$ cat src/rtl/bcd_scan_pkg.sv
package bcd_scan_pkg;
   localparam int BCD_W = 4;
   typedef logic [BCD_W-1:0] bcd_t;
   localparam bcd_t BCD_TOP = 4'd9;
   localparam bcd_t BCD_ZERO = 4'd0;
endpackage

$ cat src/rtl/edge_sync.sv
module edge_sync #(
   parameter int STAGES  = 2,
   parameter bit FALLING = 1'b1
) (
   input  logic clk,
   input  logic clear,
   input  logic din,
   output logic pulse
);
   logic [STAGES-1:0] sync_q;
   logic              last_q;

   always_ff @(posedge clk or posedge clear) begin
      if (clear) begin
         sync_q <= '0;
         last_q <= 1'b0;
      end else begin
         sync_q <= {sync_q[STAGES-2:0], din};
         last_q <= sync_q[STAGES-1];
      end
   end

   generate
      if (FALLING) begin : g_fall
         assign pulse = last_q & ~sync_q[STAGES-1];
      end else begin : g_rise
         assign pulse = ~last_q & sync_q[STAGES-1];
      end
   endgenerate
endmodule

$ cat src/rtl/bcd_decade.sv
module bcd_decade
   import bcd_scan_pkg::*;
(
   input  logic clk,
   input  logic clear,
   input  logic step,
   output bcd_t digit,
   output logic carry
);
   bcd_t digit_q;

   always_ff @(posedge clk or posedge clear) begin
      if (clear) begin
         digit_q <= BCD_ZERO;
      end else if (step) begin
         digit_q <= (digit_q == BCD_TOP) ? BCD_ZERO : digit_q + 4'd1;
      end
   end

   assign digit = digit_q;
   assign carry = step && (digit_q == BCD_TOP);
endmodule

$ cat src/rtl/scan_ring.sv
module scan_ring #(
   parameter int N = 3,
   localparam int IDX_W = (N > 1) ? $clog2(N) : 1
) (
   input  logic             clk,
   input  logic             clear,
   input  logic             step,
   output logic [IDX_W-1:0] idx,
   output logic [N-1:0]     sel_n
);
   logic [IDX_W-1:0] idx_q;

   always_ff @(posedge clk or posedge clear) begin
      if (clear) begin
         idx_q <= '0;
      end else if (step) begin
         idx_q <= (idx_q == IDX_W'(N-1)) ? '0 : idx_q + 1'b1;
      end
   end

   assign idx = idx_q;

   generate
      for (genvar i = 0; i < N; i++) begin : g_sel
         assign sel_n[i] = (idx_q != IDX_W'(i));
      end
   endgenerate
endmodule

$ cat src/rtl/bcd_scan_counter.sv
module bcd_scan_counter
   import bcd_scan_pkg::*;
#(
   parameter int NUM_DIGITS  = 3,
   parameter int SYNC_STAGES = 2,
   localparam int IDX_W  = (NUM_DIGITS > 1) ? $clog2(NUM_DIGITS) : 1,
   localparam int FLAT_W = NUM_DIGITS * BCD_W
) (
   input  logic                  clk,
   input  logic                  clear,
   input  logic                  evt_in,
   input  logic                  evt_mask,
   input  logic                  freeze,
   input  logic                  scan_in,
   output logic [BCD_W-1:0]      digit_bus,
   output logic [NUM_DIGITS-1:0] digit_sel_n,
   output logic                  wrap_flag
);
   generate
      if (NUM_DIGITS < 1) begin : g_bad_digits
         $error("NUM_DIGITS must be at least 1");
      end
      if (SYNC_STAGES < 2) begin : g_bad_sync
         $error("SYNC_STAGES must be at least 2");
      end
   endgenerate

   logic                  evt_fall;
   logic                  scan_step;
   logic                  take;
   logic [NUM_DIGITS:0]   chain;
   logic [FLAT_W-1:0]     count_flat;
   logic [FLAT_W-1:0]     held_flat;
   logic [IDX_W-1:0]      idx;
   logic                  wrap_q;

   edge_sync #(.STAGES(SYNC_STAGES), .FALLING(1'b1)) u_evt_sync (
      .clk(clk), .clear(clear), .din(evt_in), .pulse(evt_fall)
   );

   edge_sync #(.STAGES(SYNC_STAGES), .FALLING(1'b1)) u_scan_sync (
      .clk(clk), .clear(clear), .din(scan_in), .pulse(scan_step)
   );

   assign take     = evt_fall & ~evt_mask;
   assign chain[0] = take;

   generate
      for (genvar d = 0; d < NUM_DIGITS; d++) begin : g_decade
         bcd_t digit_d;
         bcd_decade u_dec (
            .clk(clk), .clear(clear), .step(chain[d]),
            .digit(digit_d), .carry(chain[d+1])
         );
         assign count_flat[d*BCD_W +: BCD_W] = digit_d;

         always_ff @(posedge clk or posedge clear) begin
            if (clear) begin
               held_flat[d*BCD_W +: BCD_W] <= BCD_ZERO;
            end else if (!freeze) begin
               held_flat[d*BCD_W +: BCD_W] <= digit_d;
            end
         end
      end
   endgenerate

   always_ff @(posedge clk or posedge clear) begin
      if (clear) begin
         wrap_q <= 1'b0;
      end else if (take) begin
         wrap_q <= chain[NUM_DIGITS];
      end
   end

   scan_ring #(.N(NUM_DIGITS)) u_scan (
      .clk(clk), .clear(clear), .step(scan_step),
      .idx(idx), .sel_n(digit_sel_n)
   );

   always_comb begin
      digit_bus = BCD_ZERO;
      for (int i = 0; i < NUM_DIGITS; i++) begin
         if (idx == IDX_W'(i)) begin
            digit_bus = held_flat[i*BCD_W +: BCD_W];
         end
      end
   end

   assign wrap_flag = wrap_q;
endmodule

$ cat config.mk
export PLATFORM = sky130hd
export DESIGN_NAME = bcd_scan_counter
export DESIGN_NICKNAME = d
export VERILOG_FILES = /design/src/rtl/bcd_scan_pkg.sv /design/src/rtl/edge_sync.sv /design/src/rtl/bcd_decade.sv /design/src/rtl/scan_ring.sv /design/src/rtl/bcd_scan_counter.sv
export SDC_FILE = /design/constraint.sdc
export NUM_CORES = 1
export LEC_CHECK = 0
export ABC_AREA = 1
export BUFFER_PORTS_ARGS = -buffer_cell sky130_fd_sc_hd__buf_2
export CAP_MARGIN = 20
export CORE_MARGIN = 2
export CORE_UTILIZATION = 31
export CTS_CLUSTER_DIAMETER = 200
export DETAILED_ROUTE_END_ITERATION = 10
export REMOVE_ABC_BUFFERS = 1
export SYNTH_ARGS = -nofsm -noshare
export SYNTH_HDL_FRONTEND = slang
export SYNTH_HIERARCHICAL = 1
export SYNTH_SLANG_ARGS = --single-unit
export TNS_END_PERCENT = 5
$ cat constraint.sdc
create_clock -name clk -period 1.98 [get_ports clk]
set_input_delay 0.396 -clock clk [delete_from_list [all_inputs] [get_ports clk]]
set_output_delay 0.396 -clock clk [all_outputs]
set_load 0.01 [all_outputs]
==> summary.txt <==
CTS
  • TritonCTS clock tree: built
  • Hold-fix buffers, CTS: 0
  • Worst-skew pair later-pin latency: 0.28 ns
  • Num CTS Buffers: 5
  • CTS Buffer Depth: 2
  • Clk slew on worst S/H paths: around 0.070 ns
  • CTS sink count: 33
  • CTS Root Cell: clkbuf_8
  • Max H-tree Level: 2

Yosys
  • Top cells by area, synth: dfrtp_1 57%, inv_1 10%, nand2_1 7.4%
  • Area of the mapped netlist: 1461 µm²
  • Seq cells post-synth: 33
  • Top_reg_cell synth: dfrtp_1
  • Syn Inst Count: 170
  • Sequential share of the synthesized area: ~57%
  • Synth area leader: dfrtp_1
  • Ys async rst share: between 90% and 100%
  • Post-synth EDFFs: 0
  • Synth cell types: 15
  • Share of the synthesized area in the top cell type: 56.51%
  • Yosys warnings: 6
  • Synth cell count leaders: 39 x inv_1, 33 x dfrtp_1, 29 x nand2_1, 19 x nand3_1
  • Most frequent cell after synthesis: inv_1
  • Synth Area per Inst: between 8 and 9 µm²

Cells and area
  • Post-Layout Inst Area: about 1700 µm²
  • Fin cells: 243
  • Share of cells above drive strength 1: 21.99%
  • # nets final: between 150 and 200
  • Number of fill cells: 470
  • Area Overhead vs Synth: 17.64%
  • ANT cells: 0

Worst setup path
  • Worst path max stage delay: a little under 0.4 ns
  • CP max FO: 4
  • Critical Path End Type: register
  • Slowest-stage cell, CP: dfrtp_1
  • Critical path data required time: ~2.2 ns
  • R2R setup slack: roughly 0.19 ns
  • Critical R2R Capture: g_decade[2].u_dec/digit[3]$_DFFE_PP0P_
  • Worst Path Arrival: just under 2 ns
  • Beginning of the worst register-to-register path: u_evt_sync/sync_q[1]$_DFF_PP0_
  • Most used cell, CP: inv_2
  • CP delay by family, top: simple AND/OR/NAND/NOR gates
  • Startpoint Class: register
  • Crit-path cells: nor2_2 > nand2_1 > inv_2 > nand2_2 > inv_2 > nand3_2 > inv_2 > nand2_2 > inv_2 > nand3_2 > inv_2 > nand2_2 > nor2_4 > nand3_2 > nand2_1 > nor2_1
  • Worst r2r path cells: 16
  • Crit Path Category: register to register
  • Buffers & Inverters on Critical Path: 5

Routing
  • Routed WL per cell: 10.37 µm
  • Drc violations: 0
  • Initial DRC count: 65
  • DR vias/cell: ~4.4
  • Routed Antenna Nets: 0
  • Vias: about 1100
  • DRT Pass-1 Iters: 4
  • DRT Wirelength: about 2500 µm

Global routing
  • Total grt overflow: 0
  • Largest net degree at the start of global routing: 25
  • First-pass GRT wire length: 4409 µm
  • Gr usage total: between 10% and 20%
  • Initial antenna violation count: 0
  • Vias in the first global route: 982

Floorplan
  • Num rows: 24
  • Core Area: roughly 4400 µm²
  • Die ar.: roughly 5300 µm²
  • Initial Util: roughly a third
  • I/O pin cnt: 14
  • Die outline width: 72.66 µm
  • Die height: slightly above 70 µm

Placed design
  • Placed cell area: ~1600 µm²
  • Routability-driven placement congestion ratio: about 0.8
  • Dpl hpwl: roughly 1800 µm
  • Port bufs: 13
  • Post-placement cell count: about 230

STA
  • Final setup fails: 0
  • Slew of the pin with the lowest slew margin: 0.4866 ns
  • Tmin final: 1.786 ns
  • Layout Skew: roughly 0.0071 ns
  • Final worst path period share: roughly nine tenths
  • Slew margin rel.: about 68%
  • Max Clk Rate: 559.8 MHz
  • Final max-slew violation count: 0
  • Hold Violations, Final: 0

Run status
  • Status: finished, final reports clean

Power and ir drop
  • Peak supply drop: between 300 and 400 µV
  • PwrDens: ~1100 nW/µm²
  • Lkg Pwr: 0.9359 nW

Run
  • Max_cap viols: 0

Worst hold path
  • Hold Crit Class: input pin to asynchronous set/reset pin
==> state kept, by name (all words and copies together) (netlist names) <==
| signal | cells |
|---|---|
| u_scan_sync/sync_q | 2 |
| wrap_flag | 1 |
| g_decade.u_dec/digit | 12 |
| u_evt_sync/last_q | 1 |
| held_flat | 12 |
| u_scan_sync/last_q | 1 |
| u_scan/idx | 2 |
| u_evt_sync/sync_q | 2 |
==> cell families (layout without fill, tap and decap cells) <==
logic type      after synthesis  count (layout)  share of synthesized area, %
xor+xnor                      3               3                         1.798
buf+inv                      42              63                         11.81
simple gates                 71              71                         22.43
flops                        33              33                         56.51
compound gates               21              21                         7.449
==> layer usage <==
| metal | up-vias | global-route usage, % | part of all wire [%] |
|---|---|---|---|
| li1 | 555 | - | - |
| met1 | 489 | 14.31 | 48 |
| met2 | 16 | 16.46 | 48 |
| met3 | 2 | 3.315 | 3.1 |
| met4 | 0 | 5.556 | 0.56 |
| met5 | - | 0 | 0 |
==> power by group <==
part	switching, W	internal [W]	total (W)
clock network	0.000244	0.000409	0.000653
logic	0.000202	0.000133	0.000335
registers	0.000112	0.000779	0.000891
==> worst max-delay path by stage <==
stage / from / to / cells past startpoint
6_report: u_evt_sync/sync_q[1]$_DFF_PP0_ / g_decade[2].u_dec/digit[3]$_DFFE_PP0P_ / 16
3_5_place_dp: evt_mask / g_decade[2].u_dec/digit[3]$_DFFE_PP0P_ / 17
2_1_floorplan: u_evt_sync/sync_q[1]$_DFF_PP0_ / g_decade[2].u_dec/digit[3]$_DFFE_PP0P_ / 16
5_1_grt: u_evt_sync/sync_q[1]$_DFF_PP0_ / g_decade[2].u_dec/digit[3]$_DFFE_PP0P_ / 16
3_3_place_gp: evt_mask / g_decade[2].u_dec/digit[3]$_DFFE_PP0P_ / 17
4_1_cts: u_evt_sync/sync_q[1]$_DFF_PP0_ / wrap_flag$_DFFE_PP0P_ / 17
==> per-stage QoR <==
stage / setup TNS [ns] / util [%] / setup WS, ns / power, W / hold WS, ns
2_1_floorplan: 0 / - / 0.3075 / 0.001109 / 0.1372
3_3_place_gp: 0 / 35.30 / 0.05867 / 0.001226 / 0.3267
3_5_place_dp: 0 / 35.30 / 0.04355 / 0.001233 / 0.3319
4_1_cts: 0 / 38.01 / 0.05663 / 0.001886 / 0.02823
5_1_grt: -0.01305 / 38.68 / -0.01305 / 0.002001 / 0.02057
6_report: 0 / 38.68 / 0.1937 / 0.001880 / 0.02760
==> cell type report <==
cell class	instances	area [µm²]	area share [%]
Clock inverter	2	37.54	2.183
Inverter	40	150.1	8.734
Tap cell	52	65.06	3.785
Timing Repair Buffer	15	80.08	4.658
Sequential cell	33	825.8	48.03
Multi-Input combinational cell	95	478.0	27.80
Clock buffer	6	82.58	4.803
==> placed cells by master, fill, tap and decap left out, drive strengths merged <==
cell type	Yosys	layout
clkbuf	0	6
buf	2	15
a21oi	6	6
o21ai	15	15
or2	1	1
xor2	3	3
nor2	19	19
inv	40	40
nand2	32	32
nand3	19	19
clkinvlp	0	1
bufinv	0	1
dfrtp	33	33
==> repair_timing <==
action,CTS,global route
endpoints found under the hold margin,0,0
setup buffers,0,2
resized for setup,0,9
setup endpoints to repair,0,4
==> worst register-to-register path, stage by stage (launching register included) <==
cell	delay, ns
dfrtp_1	0.39
nor2_2	0.10
nand2_1	0.08
inv_2	0.08
nand2_2	0.07
inv_2	0.07
nand3_2	0.09
inv_2	0.07
nand2_2	0.08
inv_2	0.08
nand3_2	0.08
inv_2	0.07
nand2_2	0.07
nor2_4	0.16
nand3_2	0.08
nand2_1	0.06
nor2_1	0.04
Power figures use the tool's default switching activity.
